===== src/rtl/sbr_pkg.sv =====
package sbr_pkg;
    typedef enum logic [1:0] {
        CMD_NOP   = 2'b00,
        CMD_ACTV  = 2'b01,
        CMD_READA = 2'b10
    } cmd_e;

    typedef enum logic [2:0] {
        S_IDLE = 3'd0,
        S_ACT  = 3'd1,
        S_RCDW = 3'd2,
        S_RDA  = 3'd3,
        S_CASW = 3'd4,
        S_BEAT = 3'd5,
        S_PRE  = 3'd6
    } seq_e;
endpackage


===== src/rtl/sbr_timing.sv =====
module sbr_timing #(
    parameter int BLOCK_BYTES = 16,
    parameter int CW          = 4
) (
    input  logic [1:0]    cl_code,
    input  logic          trp_long,
    input  logic          wide,
    output logic [2:0]    cl_cyc,
    output logic [1:0]    tap_cyc,
    output logic [CW-1:0] beats
);
    localparam int BEATS_32 = BLOCK_BYTES / 4;
    localparam int BEATS_16 = BLOCK_BYTES / 2;

    always_comb begin
        cl_cyc = {1'b0, cl_code} + 3'd1;
        // precharge wait is one cycle shorter once latency exceeds one
        if (cl_code == 2'b00) tap_cyc = trp_long ? 2'd2 : 2'd1;
        else                  tap_cyc = trp_long ? 2'd1 : 2'd0;
        beats = wide ? CW'(BEATS_32) : CW'(BEATS_16);
    end
endmodule


===== src/rtl/sbr_offset.sv =====
module sbr_offset #(
    parameter int OW = 4
) (
    input  logic [OW-1:0] addr_lo,
    input  logic          req_wide,
    input  logic          req_wrap,
    input  logic [OW-1:0] cur,
    input  logic          cur_wide,
    output logic [OW-1:0] start,
    output logic [OW-1:0] next
);
    // start offset: keep bits at or above the bus step only for wrap mode
    for (genvar b = 0; b < OW; b++) begin : g_start
        if (b >= 2) begin : g_hi
            assign start[b] = req_wrap & addr_lo[b];
        end else if (b == 1) begin : g_mid
            assign start[b] = req_wrap & addr_lo[b] & ~req_wide;
        end else begin : g_lo
            assign start[b] = 1'b0;
        end
    end

    assign next = cur + (cur_wide ? OW'(4) : OW'(2));
endmodule


===== src/rtl/sdram_burst_rd_seq.sv =====
module sdram_burst_rd_seq #(
    parameter int AW          = 24,
    parameter int BLOCK_BYTES = 16
) (
    input  logic          clk,
    input  logic          rst_n,
    input  logic          req_valid,
    input  logic [AW-1:0] req_addr,
    input  logic          req_area,
    input  logic          req_wide,
    input  logic          req_wrap,
    input  logic          cfg_rcd,
    input  logic [1:0]    cfg_cl_a0,
    input  logic [1:0]    cfg_cl_a1,
    input  logic          cfg_trp,
    output logic [1:0]    cmd,
    output logic [AW-1:0] mem_addr,
    output logic          cap_stb,
    output logic          bus_start,
    output logic          busy,
    output logic          done
);
    import sbr_pkg::*;

    localparam int OW = $clog2(BLOCK_BYTES);
    localparam int CW = $clog2(BLOCK_BYTES / 2) + 1;

    typedef struct packed {
        seq_e             st;
        logic [CW-1:0]    cnt;
        logic [OW-1:0]    off;
        logic [AW-OW-1:0] hi;
        logic [2:0]       cl;
        logic [1:0]       tap;
        logic [CW-1:0]    beats;
        logic             rcd;
        logic             wide;
        logic             done;
    } regs_t;

    regs_t r_q, r_d;

    logic [2:0]    cl_w;
    logic [1:0]    tap_w;
    logic [CW-1:0] beats_w;
    logic [OW-1:0] start_w, next_w;

    sbr_timing #(.BLOCK_BYTES(BLOCK_BYTES), .CW(CW)) u_timing (
        .cl_code (req_area ? cfg_cl_a1 : cfg_cl_a0),
        .trp_long(cfg_trp),
        .wide    (req_wide),
        .cl_cyc  (cl_w),
        .tap_cyc (tap_w),
        .beats   (beats_w)
    );

    sbr_offset #(.OW(OW)) u_offset (
        .addr_lo (req_addr[OW-1:0]),
        .req_wide(req_wide),
        .req_wrap(req_wrap),
        .cur     (r_q.off),
        .cur_wide(r_q.wide),
        .start   (start_w),
        .next    (next_w)
    );

    always_comb begin
        r_d      = r_q;
        r_d.done = 1'b0;
        unique case (r_q.st)
            S_IDLE: begin
                if (req_valid) begin
                    r_d.st    = S_ACT;
                    r_d.hi    = req_addr[AW-1:OW];
                    r_d.off   = start_w;
                    r_d.cl    = cl_w;
                    r_d.tap   = tap_w;
                    r_d.beats = beats_w;
                    r_d.rcd   = cfg_rcd;
                    r_d.wide  = req_wide;
                end
            end
            S_ACT:  r_d.st = r_q.rcd ? S_RCDW : S_RDA;
            S_RCDW: r_d.st = S_RDA;
            S_RDA: begin
                if (r_q.cl > 3'd1) begin
                    r_d.st  = S_CASW;
                    r_d.cnt = CW'(r_q.cl) - CW'(2);
                end else begin
                    r_d.st  = S_BEAT;
                    r_d.cnt = r_q.beats - CW'(1);
                end
            end
            S_CASW: begin
                if (r_q.cnt == '0) begin
                    r_d.st  = S_BEAT;
                    r_d.cnt = r_q.beats - CW'(1);
                end else begin
                    r_d.cnt = r_q.cnt - CW'(1);
                end
            end
            S_BEAT: begin
                r_d.off = next_w;
                if (r_q.cnt == '0) begin
                    if (r_q.tap != 2'd0) begin
                        r_d.st  = S_PRE;
                        r_d.cnt = CW'(r_q.tap) - CW'(1);
                    end else begin
                        r_d.st   = S_IDLE;
                        r_d.done = 1'b1;
                    end
                end else begin
                    r_d.cnt = r_q.cnt - CW'(1);
                end
            end
            S_PRE: begin
                if (r_q.cnt == '0) begin
                    r_d.st   = S_IDLE;
                    r_d.done = 1'b1;
                end else begin
                    r_d.cnt = r_q.cnt - CW'(1);
                end
            end
            default: r_d.st = S_IDLE;
        endcase
    end

    always_ff @(posedge clk or negedge rst_n) begin
        if (!rst_n) r_q <= '0;
        else        r_q <= r_d;
    end

    always_comb begin
        unique case (r_q.st)
            S_ACT:   cmd = CMD_ACTV;
            S_RDA:   cmd = CMD_READA;
            default: cmd = CMD_NOP;
        endcase
    end

    assign mem_addr  = {r_q.hi, r_q.off};
    assign cap_stb   = (r_q.st == S_BEAT);
    assign bus_start = (r_q.st == S_BEAT);
    assign busy      = (r_q.st != S_IDLE);
    assign done      = r_q.done;

    // no extra delay means column read directly after activate
    a_r3_reada_next: assert property (@(posedge clk) disable iff (!rst_n)
        (cmd == CMD_ACTV && !r_q.rcd) |=> (cmd == CMD_READA));

    // extra delay inserts a NOP after activate
    a_r3_rcd_gap: assert property (@(posedge clk) disable iff (!rst_n)
        (cmd == CMD_ACTV && r_q.rcd) |=> (cmd == CMD_NOP));

    // offset advances by the bus step between consecutive beats
    a_r6_step: assert property (@(posedge clk) disable iff (!rst_n)
        (cap_stb && $past(cap_stb)) |->
        (mem_addr[OW-1:0] == OW'($past(mem_addr[OW-1:0]) + (r_q.wide ? OW'(4) : OW'(2)))));

    // completion pulse only directly after a busy cycle
    a_r9_done_edge: assert property (@(posedge clk) disable iff (!rst_n)
        done |-> (!busy && $past(busy)));

    // upper address bits hold while the sequence runs
    a_r10_hi_stable: assert property (@(posedge clk) disable iff (!rst_n)
        (busy && $past(busy)) |-> $stable(mem_addr[AW-1:OW]));

    // data strobes only appear while busy
    a_r5_stb_busy: assert property (@(posedge clk) disable iff (!rst_n)
        cap_stb |-> (busy && cmd == CMD_NOP));
endmodule


===== config.mk =====
export PLATFORM = sky130hd
export DESIGN_NAME = sdram_burst_rd_seq
export DESIGN_NICKNAME = d
export VERILOG_FILES = /design/src/rtl/sbr_pkg.sv /design/src/rtl/sbr_timing.sv /design/src/rtl/sbr_offset.sv /design/src/rtl/sdram_burst_rd_seq.sv
export SDC_FILE = /design/constraint.sdc
export NUM_CORES = 1
export LEC_CHECK = 0
export BUFFER_PORTS_ARGS = -buffer_cell sky130_fd_sc_hd__buf_2
export CORE_ASPECT_RATIO = 0.6
export CORE_UTILIZATION = 50
export CTS_BUF_LIST = sky130_fd_sc_hd__clkbuf_8 sky130_fd_sc_hd__clkbuf_16
export CTS_CLUSTER_DIAMETER = 40
export DETAILED_ROUTE_END_ITERATION = 8
export PLACE_DENSITY = 0.76
export SLEW_MARGIN = 5
export SYNTH_ARGS = -nofsm -noshare
export SYNTH_HDL_FRONTEND = slang
export SYNTH_HIERARCHICAL = 1
export SYNTH_SLANG_ARGS = --single-unit

===== constraint.sdc =====
create_clock -name clk -period 2.15 [get_ports clk]
set_clock_uncertainty 0.2 [all_clocks]
set_input_delay 0.1075 -clock clk [delete_from_list [all_inputs] [get_ports clk]]
set_output_delay 0.1075 -clock clk [all_outputs]
set_load 0.02 [all_outputs]

Word level (Yosys, flattened, before mapping)
Index checks and enable logic that the tools add are counted.
{"block": "op_classes", "add_sub_neg": 6, "n_eq_ne": 12, "n_lt_le_gt_ge": 1, "bitwise": 5, "n_mux": 26, "n_reduce_logical": 11}
{"operator": "$mux W35", "count": 1}
{"operator": "$pmux W3 S7", "count": 1}
{"operator": "$mux W4", "count": 5}
{"operator": "$mux W3", "count": 6}
{"operator": "$pmux W4 S4", "count": 1}
{"operator": "$eq A3 B3 Y1 const B", "count": 3}
{"operator": "$ne A2 B2 Y1 const B", "count": 4}
{"operator": "$pmux W4 S2", "count": 1}
{"operator": "$sub A4 B1 Y4 const B", "count": 2}
{"operator": "$eq A3 B2 Y1 const B", "count": 2}
{"operator": "$mux W2", "count": 3}
{"operator": "$mux W1", "count": 5}
{"operator": "$mux W5", "count": 1}
{"operator": "$add A4 B4 Y4", "count": 1}
{"operator": "$and A1 B1 Y1", "count": 4}
{"operator": "$logic_not A4 Y1", "count": 1}
{"operator": "$pmux W2 S2", "count": 1}
{"operator": "$reduce_and A2 Y1", "count": 2}
{"operator": "$reduce_and A4 Y1", "count": 1}
{"operator": "$reduce_bool A2 Y1", "count": 2}
{"operator": "$reduce_bool A4 Y1", "count": 1}
{"operator": "$sub A3 B2 Y4 const B", "count": 1}
{"operator": "$add A2 B1 Y3 const B", "count": 1}
{"operator": "$eq A3 B1 Y1 const B", "count": 1}
{"operator": "other kinds (10)", "count": 10}
{"block": "totals", "output_inout_bits": 30, "reg_bits": 43}

Depth between registers and ports, before layout
Gate-level depths: netlist of the first run.
{"block": "logic_depth", "ltp_word": 5, "ltp_mapped": 7, "mapped_depth_nobuf": 7}

Hierarchy
Netlist of the first run, hierarchy kept.
{"module": "sdram_burst_rd_seq", "cells_per_inst": 233, "n_inst": 1, "area_each_um2": 2462.4, "seq_area_each_um2": 1076.0}
{"module": "sbr_offset", "cells_per_inst": 13, "n_inst": 1, "area_each_um2": 96.3, "seq_area_each_um2": 0.0}
{"module": "sbr_timing", "cells_per_inst": 10, "n_inst": 1, "area_each_um2": 75.1, "seq_area_each_um2": 0.0}

Worst setup path after synthesis of the first run
No wires, ideal clock.
{"block": "synth_timing", "path_type": "flip-flop to flip-flop", "startpoint": "register r_q[36] in the netlist's numbering", "endpoint": "register r_q[37] in the netlist's numbering", "t_arrival_ns": 1.650, "slack_ns": 0.219, "setup_ns": 0.082, "path_stages_with_launch": 7, "cell_sequence": "dfrtp_1 -> inv_1 -> ha_1 -> or3b_1 -> buf_2 -> a221o_1 -> a31oi_1"}
{"block": "synth_between", "elab_chain_cells": 3}
{"element": "from (decl)", "line": "sdram_burst_rd_seq.sv:41", "source": "regs_t r_q, r_d;"}
{"element": "from (signal assigned)", "line": "sdram_burst_rd_seq.sv:130", "source": "else r_q <= r_d;"}
{"element": "$sub A4 B1 Y4 or $logic_not A4 Y1 (tied branches)"}
{"element": "$mux W4 (tied with other cells)", "line": "sdram_burst_rd_seq.sv:117", "source": "if (r_q.cnt == '0) begin"}
{"element": "$pmux W4 S4 or $reduce_and A3 Y1 (tied branches)"}
Parallel ways exist; a longest one is shown, timed or not. The select of a mux whose other input is x is not followed.
A chain may end at the register's enable or synchronous reset.

Final worst setup path of the first run
{"block": "layout_timing", "startpoint": "register r_q[36] in the netlist's numbering", "endpoint": "register r_q[39] in the netlist's numbering"}
The elaborated chain is that of the path after synthesis.

==> results of run 1 <==
-- stage by stage --
stage               area, um2  utilization (%)
finish                   3186            63.02
global route             3186            63.02
CTS                      3168            62.67
detailed placement       2815            55.69
global placement         2815            55.69
floorplan                2638                -
-- registers in the layout, indices dropped and copies added, names as in the netlist --
signal	flops
r_q	18
done	1
mem_addr	24
-- cell usage in the layout, fill, tap and decap left out, types with 2 or more instances in the layout --
cell           instances
buf_2                 64
dfrtp_1               43
mux2_2                28
dlygate4sd3_1         24
inv_1                 20
o21ai_0               14
a21oi_1               12
nand2_1               11
nor2_1                 9
ha_1                   9
buf_4                  8
mux2i_1                6
nor2b_1                5
o211ai_1               5
clkbuf_8               5
nand2b_1               4
a31oi_1                4
and2_1                 3
nand3b_1               3
conb_1                 3
nor3b_1                2
and3_1                 2
a221o_1                2
nor3_1                 2
a211oi_1               2
-- synthesized netlist by cell type, drive strengths merged, types with 2 or more instances --
cell type / n / area share [%]
dfrtp: 43 / 41
conb: 2 / 0.29
inv: 20 / 2.9
buf: 39 / 11
o211ai: 5 / 1.4
o21ai: 14 / 2.7
and3: 2 / 0.47
nand3b: 3 / 0.86
nand2b: 4 / 0.95
a31oi: 4 / 0.95
a221o: 2 / 0.76
nand2: 11 / 1.6
a211oi: 2 / 0.57
mux2i: 6 / 2.3
nor2: 10 / 1.7
mux2: 28 / 12
nor3: 2 / 0.38
ha: 10 / 4.8
and2: 3 / 0.71
nor4bb: 2 / 0.76
clkbuf: 3 / 0.43
nor3b: 2 / 0.57
a21oi: 12 / 2.3
nor2b: 5 / 1.2
o221ai: 2 / 0.67
or3b: 2 / 0.67
-- power by group --
group          switching, mW  leakage [nW]  internal (mW)  total (mW)
clock                  0.286        0.0581          0.346       0.632
sequential             0.271         0.515           1.21        1.48
combinational           1.41         0.920           1.15        2.56
-- routing by layer --
metal,vias up,track usage (%),wire (um)
li1,974,-,-
met1,910,30.07,2628
met2,78,28.06,2064
met3,2,5.906,414
met4,0,3.198,14
met5,-,0,0
-- kinds of logic (layout without fill, tap and decap cells) --
kind of cell | count (synthesis) | count (layout) | share of synthesized area (%)
AO/OA/AOI/OAI | 51 | 51 | 12.49
AND/OR/NAND/NOR | 51 | 51 | 11.50
multiplexers | 34 | 34 | 14.25
XOR/XNOR | 2 | 2 | 0.6652
adder cells (fa/ha/maj) | 11 | 11 | 5.511
flip-flops | 43 | 43 | 40.86
buffers and inverters | 62 | 125 | 14.44
other | 2 | 3 | 0.2851
-- timing repair --
item                                   4_1_cts  5_1_grt
setup endpoints to repair                    0        4
resized for setup                            0        4
hold buffers                                24        0
setup buffers                                0        0
endpoints found under the hold margin       69        0
-- cell type report --
cell class                 instances  area (um2)
sequential                        43        1076
inverter                          20       75.07
tap                               66       82.58
clock inverter                     3       43.79
clock buffer                       5       68.82
timing repair buffer              97       640.6
fill                             434        1869
multi-input combinational        152        1199
-- how the worst max path moves through the flow --
stage	endpoint	slack, ps	from	depth (start not counted)
after floorplan	r_q[37]$_DFFE_PN0P_	220	r_q[36]$_DFFE_PN0P_	6
after global routing	r_q[39]$_DFFE_PN0P_	30	r_q[36]$_DFFE_PN0P_	6
after detailed placement	r_q[37]$_DFFE_PN0P_	60	r_q[36]$_DFFE_PN0P_	5
after global placement	r_q[37]$_DFFE_PN0P_	110	r_q[36]$_DFFE_PN0P_	5
after CTS	r_q[39]$_DFFE_PN0P_	40	r_q[36]$_DFFE_PN0P_	6
final	r_q[39]$_DFFE_PN0P_	80	r_q[36]$_DFFE_PN0P_	6
-- worst max-delay path, delay by kind of cell, from the launching register on --
| kind | cells | cell delay [ps] |
|---|---|---|
| fa+ha+maj | 1 | 250 |
| simple gates | 1 | 440 |
| flops | 1 | 420 |
| buf+inv | 1 | 120 |
| compound gates | 3 | 550 |
==> impl_results.md, run 1 <==
- R2R Setup Slk: 80 ps
- Number of global-route vias before repair: 1717
- Worst hold path depth: 4
- Endpoints failing hold: 0
- Synthesized instance count: between 200 and 300
- Congestion Overflow GR: 0
- Max-slew violations: 0
- Tmin final: 2071 ps
- Yosys warnings: 6
- Setup_tns: 0 ps
- WL final: about 5000 um
- Slowest CP cell: or3b_4
- Layout area overhead: 20.95%
- Critical path fanouts, max: 7
- Crit Path Class: reg2reg
- Num CTS Buffers: 5
- Clock sink total: 43
- Main flop type after synthesis: dfrtp_1
- FP Rows: 20
- Residual DRC: 0
- Vias: 1964
- Dpl cells: between 300 and 400
- DP HPWL: 3555 um
- VDD IR max: ~0.64 mV
- Die Wd: approximately 96 um
- Drt via density: 5.088
- Final Cycle Share: between 90% and 100%
- Worst-skew pair later-pin latency: 300 ps
- Maximum number of pins on one net before global-route repair: 27
- Asr flop ratio synth: 100.0%
- Port buffer count: 64
- Final WS setup: 79.38 ps
- Share of layout cells above drive strength 1: between 30% and 40%
- Pleak: approximately 1.5 nW
- Avg Cell Area, Syn: between 10 and 15 um2
- Core area: about 0.005 mm2
- Critical path's largest stage delay: 440 ps
- R2r endpoint: r_q[39]$_DFFE_PN0P_
- Fmax: between 400 and 500 MHz
- ANT nets after route: 0
- Worst Setup End Kind: flip-flop
- Critical R2R Launch: r_q[36]$_DFFE_PN0P_
- Gr usage total: around a fifth
- Seq cells post-synth: 43
- TritonRoute pass-1 iters: 5
- Initial antenna violation count: 0
- EDFF count, synth: 0
- Max-cap violations: 0
- First-pass GRT wire length: about 8300 um
- TritonCTS clock tree: done
- Layout Nets: 366
- Hold slack: 36.38 ps
- Type of origin of the critical path: flip-flop
- Setup violators final: 0
- Mapped Area: 0.002634 mm2
- CTS clk-pin slew, worst paths: 90 ps
- CTS max path bufs: 2
- Status: finished clean
- I/O Pins: 66
- Starting Density: 52.10%
- Register area share after synthesis: 40.86%
- Total power: between 4 and 5 mW
- Reg2Reg Depth: 6
- Pre-CTS setup slack: 60.64 ps
- Diodes inserted: 0
- Htree depth: 2
- Pwr/cell area: 1468 mW/mm2
- Root Buffer: clkbuf_8
- RSZ-0062 raised after global routing: false
- Routed WL per cell: 13.27 um
- Initial DRC Count: 96
- GP Congestion: roughly 0.84
- Die area: 0.005571 mm2
- Hold WC Path Type: in2reg
- Netlist cell types: 47
- Hold EP: mem_addr[3]$_DFFE_PN0P_
- Cell chain of the critical path: inv_1 > ha_2 > or3b_4 > a2111oi_0 > o211ai_1 > o221ai_1
- Critical Path RT: 2160 ps
- Die height: approximately 58 um
- Non-filler instance count after layout: just under 400
- Crit path DAT: 2080 ps
- Hold Startpoint: req_addr[3]
(Power assumes the default switching activity.)
==> inputs of run 2 (changes only) <==
Settings changed: SETUP_SLACK_MARGIN set to 0.5.
==> run 2 against run 1 <==
Clock power down 14%. Highest routed layer unchanged. Largest power group unchanged. Critical path type unchanged. Sequential share of layout area down 5.4 points. Largest cell class unchanged. Global-route usage grew 2.5 points.
==> impl_results.md, run 2 (synthesized netlist as in run 1, its figures left out) <==
- Max-slew violations: 0
- Dpl cells: 351
- Share of layout cells above drive strength 1: between 50 and 60%
- Type of origin of the critical path: flip-flop
- Diodes inserted: 0
- Non-filler instance count after layout: around 420
- Final Cycle Share: 87.06%
- Number of global-route vias before repair: 2024
- Crit path DAT: 1870 ps
- R2R Setup Slk: between 200 and 300 ps
- CTS clk-pin slew, worst paths: 90 ps
- Fmax: 534.2 MHz
- Worst-skew pair later-pin latency: 310 ps
- Endpoints failing hold: 0
- Die area: 0.005571 mm2
- TritonCTS clock tree: done
- Layout Nets: 396
- WL final: 6704 um
- RSZ-0062 raised after global routing: true
- Setup_tns: 0 ps
- Worst-Margin Slew: 545.2 ps
- Tmin final: 1872 ps
- Maximum number of pins on one net before global-route repair: 44
- Largest register FFs: 24
- Die Wd: 95.70 um
- Die height: between 50 and 60 um
- Clock sink total: 43
- Slew HR: about 64%
- I/O Pins: 66
- Pleak: between 1.5 and 2 nW
- Critical Path RT: 2150 ps
- Crit Path Class: reg2reg
- VDD IR max: 0.7259 mV
- Pre-CTS setup slack: 194.0 ps
- DP HPWL: 3576 um
- Initial antenna violation count: 0
- GP Congestion: 0.8855
- FP Rows: 20
- Core area: just over 0.005 mm2
- Vias: 2158
- Pwr/cell area: 1530 mW/mm2
- Port buffer count: 64
- Layout area overhead: 43.99%
- Routed WL per cell: 16.12 um
- Final WS setup: approximately 280 ps
- Num CTS Buffers: 5
- Htree depth: 2
- Most frequent cells in the layout: buf_2 (60), dfrtp_1 (42), buf_4 (27)
- Worst Setup End Kind: flip-flop
- Root Buffer: clkbuf_8
- Residual DRC: 0
- Setup violators final: 0
- Critical path fanouts, max: 7
- First-pass GRT wire length: 9259 um
- Leading cell type in the layout, fill and taps excluded: buf_2
- Max-cap violations: 0
- CTS max path bufs: 2
- Gr usage total: 22.30%
- Status: finished clean
- TritonRoute pass-1 iters: 4
- ANT nets after route: 0
- Initial DRC Count: ~120
- Hold WC Path Type: in2reg
- Drt via density: 5.188
- Congestion Overflow GR: 0
- Starting Density: 52.10%
[run 2: layer usage]
layer | wire length (um) | share of wire [%] | track usage [%]
met5 | 0 | 0 | 0
met3 | 403 | 6.0 | 5.249
met2 | 3128 | 47 | 37.65
met1 | 3082 | 46 | 29.53
met4 | 89 | 1.3 | 4.691
[run 2: what timing repair did]
item	4_1_cts	5_1_grt
gates cloned	0	2
buffers inserted	19	12
pin swaps	12	14
hold buffers	24	0
resized for setup	40	48
endpoints found under the setup margin	40	45
hold endpoints to repair	69	0
[run 2: path summary, 6_finish.rpt]
path,start,end,cells past startpoint
worst min-delay path,req_addr[3],mem_addr[3]$_DFFE_PN0P_,4
max in group asynchronous,rst_n,r_q[38]$_DFFE_PN0P_,3
min in group asynchronous,rst_n,r_q[39]$_DFFE_PN0P_,3
worst min register to register,mem_addr[8]$_DFFE_PN0P_,mem_addr[8]$_DFFE_PN0P_,1
worst max-delay path,r_q[42]$_DFFE_PN0P_,r_q[6]$_DFFE_PN0P_,5
worst max register to register,r_q[42]$_DFFE_PN0P_,r_q[6]$_DFFE_PN0P_,5
[run 2: where the power goes]
group          switching (mW)  internal (mW)
Combinational            1.83           1.90
Clock                   0.313          0.233
Sequential              0.315           1.21
[run 2: worst max-delay path, stage by stage (launching register included)]
cell       delay (ps)
dfrtp_1           400
or3_4             410
nor2_4            140
buf_12            140
clkbuf_16         160
mux2_4            300
[run 2: cell type report]
cell class	instances	area, um2
tap	66	82.58
clock buffer	5	68.82
sequential	43	1077
clock inverter	3	23.77
fill	368	1262
inverter	20	83.83
multi-input combinational	152	1468
timing repair buffer	127	988.4
[run 2: stage by stage]
stage                     power (mW)  hold slack [ps]  cell area, um2  util, %
after detailed placement       4.042            22.14            2833    56.04
final                          5.802            23.80            3792    75.02
after CTS                      5.212            16.15            3483    68.91
after global placement         3.960            12.43            2833    56.04
after floorplan                3.738           -388.1            2693        -
after global routing           6.188            75.31            3792    75.02
